File: src/rtl/jtag_user_dr_mux.sv
module jtag_user_dr_mux #(
  parameter int unsigned         IR_W         = 4,
  parameter logic [IR_W-1:0]     USER1_CODE   = 'h2,
  parameter logic [IR_W-1:0]     USER2_CODE   = 'h3,
  parameter logic [3:0]          ST_IDLE      = 4'hC,
  parameter logic [3:0]          ST_CAPTURE_DR = 4'h6,
  parameter logic [3:0]          ST_SHIFT_DR  = 4'h2,
  parameter logic [3:0]          ST_SHIFT_IR  = 4'hA
) (
  input  logic            tck,
  input  logic            trst_n,
  input  logic [3:0]      tap_state,
  input  logic [IR_W-1:0] ir,
  input  logic            tdi,
  input  logic            ir_so,
  input  logic            user1_so,
  input  logic            user2_so,
  output logic            sel1,
  output logic            sel2,
  output logic            drck,
  output logic            idle_n,
  output logic            tdo,
  output logic            tdo_oe
);

  logic in_cap, in_shdr, in_shir, user_sel;
  logic bypass_q, gate_q, tdo_q, oe_q;

  assign sel1     = (ir == USER1_CODE);
  assign sel2     = (ir == USER2_CODE);
  assign user_sel = sel1 | sel2;
  assign in_cap   = (tap_state == ST_CAPTURE_DR);
  assign in_shdr  = (tap_state == ST_SHIFT_DR);
  assign in_shir  = (tap_state == ST_SHIFT_IR);
  assign idle_n   = ~(tck & (tap_state == ST_IDLE));

  always_ff @(posedge tck or negedge trst_n) begin
    if (!trst_n)                 bypass_q <= 1'b0;
    else if (!user_sel && in_cap)  bypass_q <= 1'b0;
    else if (!user_sel && in_shdr) bypass_q <= tdi;
  end

  always_ff @(negedge tck or negedge trst_n) begin
    if (!trst_n) gate_q <= 1'b0;
    else         gate_q <= user_sel & (in_cap | in_shdr);
  end

  assign drck = tck & gate_q;

  always_ff @(negedge tck or negedge trst_n) begin
    if (!trst_n) begin
      tdo_q <= 1'b0;
      oe_q  <= 1'b0;
    end else begin
      oe_q <= in_shdr | in_shir;
      if (in_shir)      tdo_q <= ir_so;
      else if (in_shdr) tdo_q <= sel1 ? user1_so : (sel2 ? user2_so : bypass_q);
    end
  end

  assign tdo    = tdo_q;
  assign tdo_oe = oe_q;

endmodule

File: config.mk
export PLATFORM = sky130hd
export DESIGN_NAME = jtag_user_dr_mux
export DESIGN_NICKNAME = d
export VERILOG_FILES = /design/src/rtl/jtag_user_dr_mux.sv
export SDC_FILE = /design/constraint.sdc
export NUM_CORES = 1
export LEC_CHECK = 0
export ABC_AREA = 0
export BUFFER_PORTS_ARGS = -buffer_cell sky130_fd_sc_hd__buf_4
export CORE_AREA = 2 2 39 41
export DETAILED_ROUTE_END_ITERATION = 10
export DIE_AREA = 0 0 41 43
export PLACE_DENSITY = 0.48
export SLEW_MARGIN = 0
export SYNTH_ARGS = -nofsm -noshare
export SYNTH_HDL_FRONTEND = slang
export SYNTH_SLANG_ARGS = --single-unit
File: constraint.sdc
create_clock -name tck -period 1.43 [get_ports tck]
set_input_delay 0 -clock tck [delete_from_list [all_inputs] [get_ports tck]]
set_output_delay 0 -clock tck [all_outputs]
set_load 0.1 [all_outputs]
==> impl_results.md <==
- Final setup fails: 5
- Failing checks: setup timing
- Port-buffer cells: 19
- CP Capture Type: output pin
- Clock latency at the later pin of the worst-skew pair: 370 ps
- Sw Share: 33.0%
- Worst IR Drop VDD: 0.401 mV
- Seq cells post-synth: 4
- Synth top area cells: dfrtn_1 30%, dfrtp_1 10%, nor3b_4 7.5%, o41ai_2 6.5%, nor2_1 6.0%
- Mapped Cells: 24
- Post-DP HPWL: 532 µm
- Iter 0 DRT Violations: 2
- Final hold vios: 0
- CP required: 1430 ps
- Pleak: 0.279 nW
- I/O pin count: 20
- Status: finished, violations left
- Nets: 73
- Relative slew slack: 81.5%
- Chip Height: 43 µm
- PwrDens: 1180 mW/mm²
- Net Switching: 0.000225 W
- Drt wl/cell: 9.91 µm
- Fill cells: 145
- Max-cap violations: 0
- FP Rows: 14
- RSZ-0062 raised after global routing: yes
- Die Footprint: 0.00176 mm²
- Grt total ovfl: 0
- Synth Warn #: 0
- Final max-slew violation count: 0
- Delay-heaviest family, CP: flip-flops
- Area leader, netlist: dfrtn_1
- Share of cells above drive strength 1: 57.6%
- First-pass GRT wire length: 1.26 mm
- Clock Skew: 18.0 ps
- Commonest non-fill, non-tap cell in the layout: buf_4
- Worst Hold Depth: 3
- Setup bufs post-CTS: 0
- Worst path max stage delay: 390 ps
- Routed wire length: 743 µm
- Bufs and invs on worst path: 1
- Post-route DRC violation count: 0
- Post-synthesis cell type count: 17
- Crit. path cell count: 2
- Diode count: 0
- CP cell instances: and2_4 > buf_12
- Post-synth top area share: 30.0%
- PnR worst setup slack: -347 ps
- Worst-path clk slew: 30 ps
- Largest net degree at the start of global routing: 5
- CTS tree: built
- Initial antenna violation count: 0
- Total GRT Usage: 11.8%
- Via density: 4.09
- Logic pwr share: 25.8%
- Total core area: 0.00138 mm²
- Worst Hold Class: input pin to output pin
- Commonest cells after routing, fill and taps aside: 19 x buf_4, 7 x clkbuf_4, 4 x nor2_1, 4 x dlygate4sd3_1
- DP Worst Slack: -123 ps
- TritonRoute pass-1 iters: 2
- Post-route ant nets: 0
- Sequential power share: 19.8%
- Total chip power: 0.000680 W
- Placed Area: 438 µm²
- Via count: 307
- Pint: 0.000456 W
- Crit-path max FO: 1
- Worst EP arrival: 1780 ps
- Die Width: 41 µm
- Mapped Area: 250 µm²
- Area Growth Syn to Fin: 130%
- CP Class: flop to output pin
- Post-synthesis sequential area ratio: 40.0%
- Post-Syn Area per Cell: 10.4 µm²
- Post-route cell area: 576 µm²
- Starting density of the core: 18.1%
- Gpl congestion: 0.696
- Critical path startpoint category: flop
- Clock power share: 54.3%
- Post-layout util: 41.6%
- Syn Nets: 38
- Reg2Reg Depth: 2
- Worst-Margin Slew: 279 ps
- Vias in the first global route: 363
- CP max stage cell: dfrtn_1
## per-stage QoR
step                      TNS (ps)  hold slack, ps  instances
after CTS                     -998             429         75
after detailed placement      -160            -202         62
after global routing         -1110             450         75
after floorplan               -501            -296         24
final                         -975             423         75
after global placement        -170            -202         62
## worst reg2reg max path, delay by kind of cell (launching register included)
family / cells / cell delay (ps)
DFF: 1 / 380
muxes: 1 / 130
AOI/OAI and AO/OA: 1 / 110
## cells in the mapped netlist
cell / n
dfrtn_1: 3
o221ai_1: 1
nor3b_2: 1
nor3b_4: 1
nand2_1: 1
o41ai_2: 1
mux2i_1: 1
nand2b_1: 1
and2_1: 2
dfrtp_1: 1
nand4_1: 1
mux2_1: 1
nor2_1: 4
nand3_1: 1
inv_1: 2
or3b_4: 1
o21ai_1: 1
## worst paths after layout
| check | end | slack [ps] | startpoint |
|---|---|---|---|
| min | idle_n | 420 | tap_state[3] |
| min reg2reg | tdo | 610 | tdo |
| max | drck | -350 | gate_q |
| max reg2reg | tdo | -70 | bypass_q |
| min in group asynchronous | bypass_q | 530 | trst_n |
| max in group asynchronous | gate_q | 730 | trst_n |
## cells by family after synthesis
| logic type | Yosys count | share of synthesized area, % |
|---|---|---|
| AOI/OAI and AO/OA | 3 | 12.0 |
| buffers and inverters | 2 | 3.00 |
| muxes | 2 | 8.50 |
| DFF | 4 | 40.0 |
| and+or+nand+nor | 13 | 36.5 |
## cell type report
cell class | count | area [µm²] | share of cell area, %
clock buffer | 11 | 87.6 | 15.2
inverter | 2 | 7.51 | 1.30
multi-input combinational | 18 | 145 | 25.2
sequential | 4 | 100 | 17.4
tap | 16 | 20.0 | 3.48
timing repair buffer | 24 | 215 | 37.4
## state kept, by name (all words and copies together) (netlist names)
name / flops
gate_q: 1
tdo: 1
bypass_q: 1
tdo_oe: 1
## per-layer routing
layer  share of wire, %  track usage (%)  routed length, µm
met4                1.1             14.0                  8
met5                  0                0                  0
met1                 38             10.7                279
met2                 51             15.6                382
met3                9.8             6.81                 73
## power groups by stage
stage / Sequential (W) / Clock (W) / Combinational (W)
after floorplan: 0.000179 / 0.0000236 / 0.0000408
after global placement: 0.000132 / 0.0000277 / 0.000148
after detailed placement: 0.000132 / 0.0000277 / 0.000148
after CTS: 0.000135 / 0.000383 / 0.000177
after global routing: 0.000136 / 0.000404 / 0.000187
final: 0.000135 / 0.000370 / 0.000176
## repair_timing
action / 4_1_cts / 5_1_grt
setup endpoints to repair: 5 / 5
hold buffers: 4 / 0
pin swaps: 0 / 0
hold endpoints to repair: 2 / 0
gates resized for setup: 9 / 0
Power figures use the tool's default switching activity.
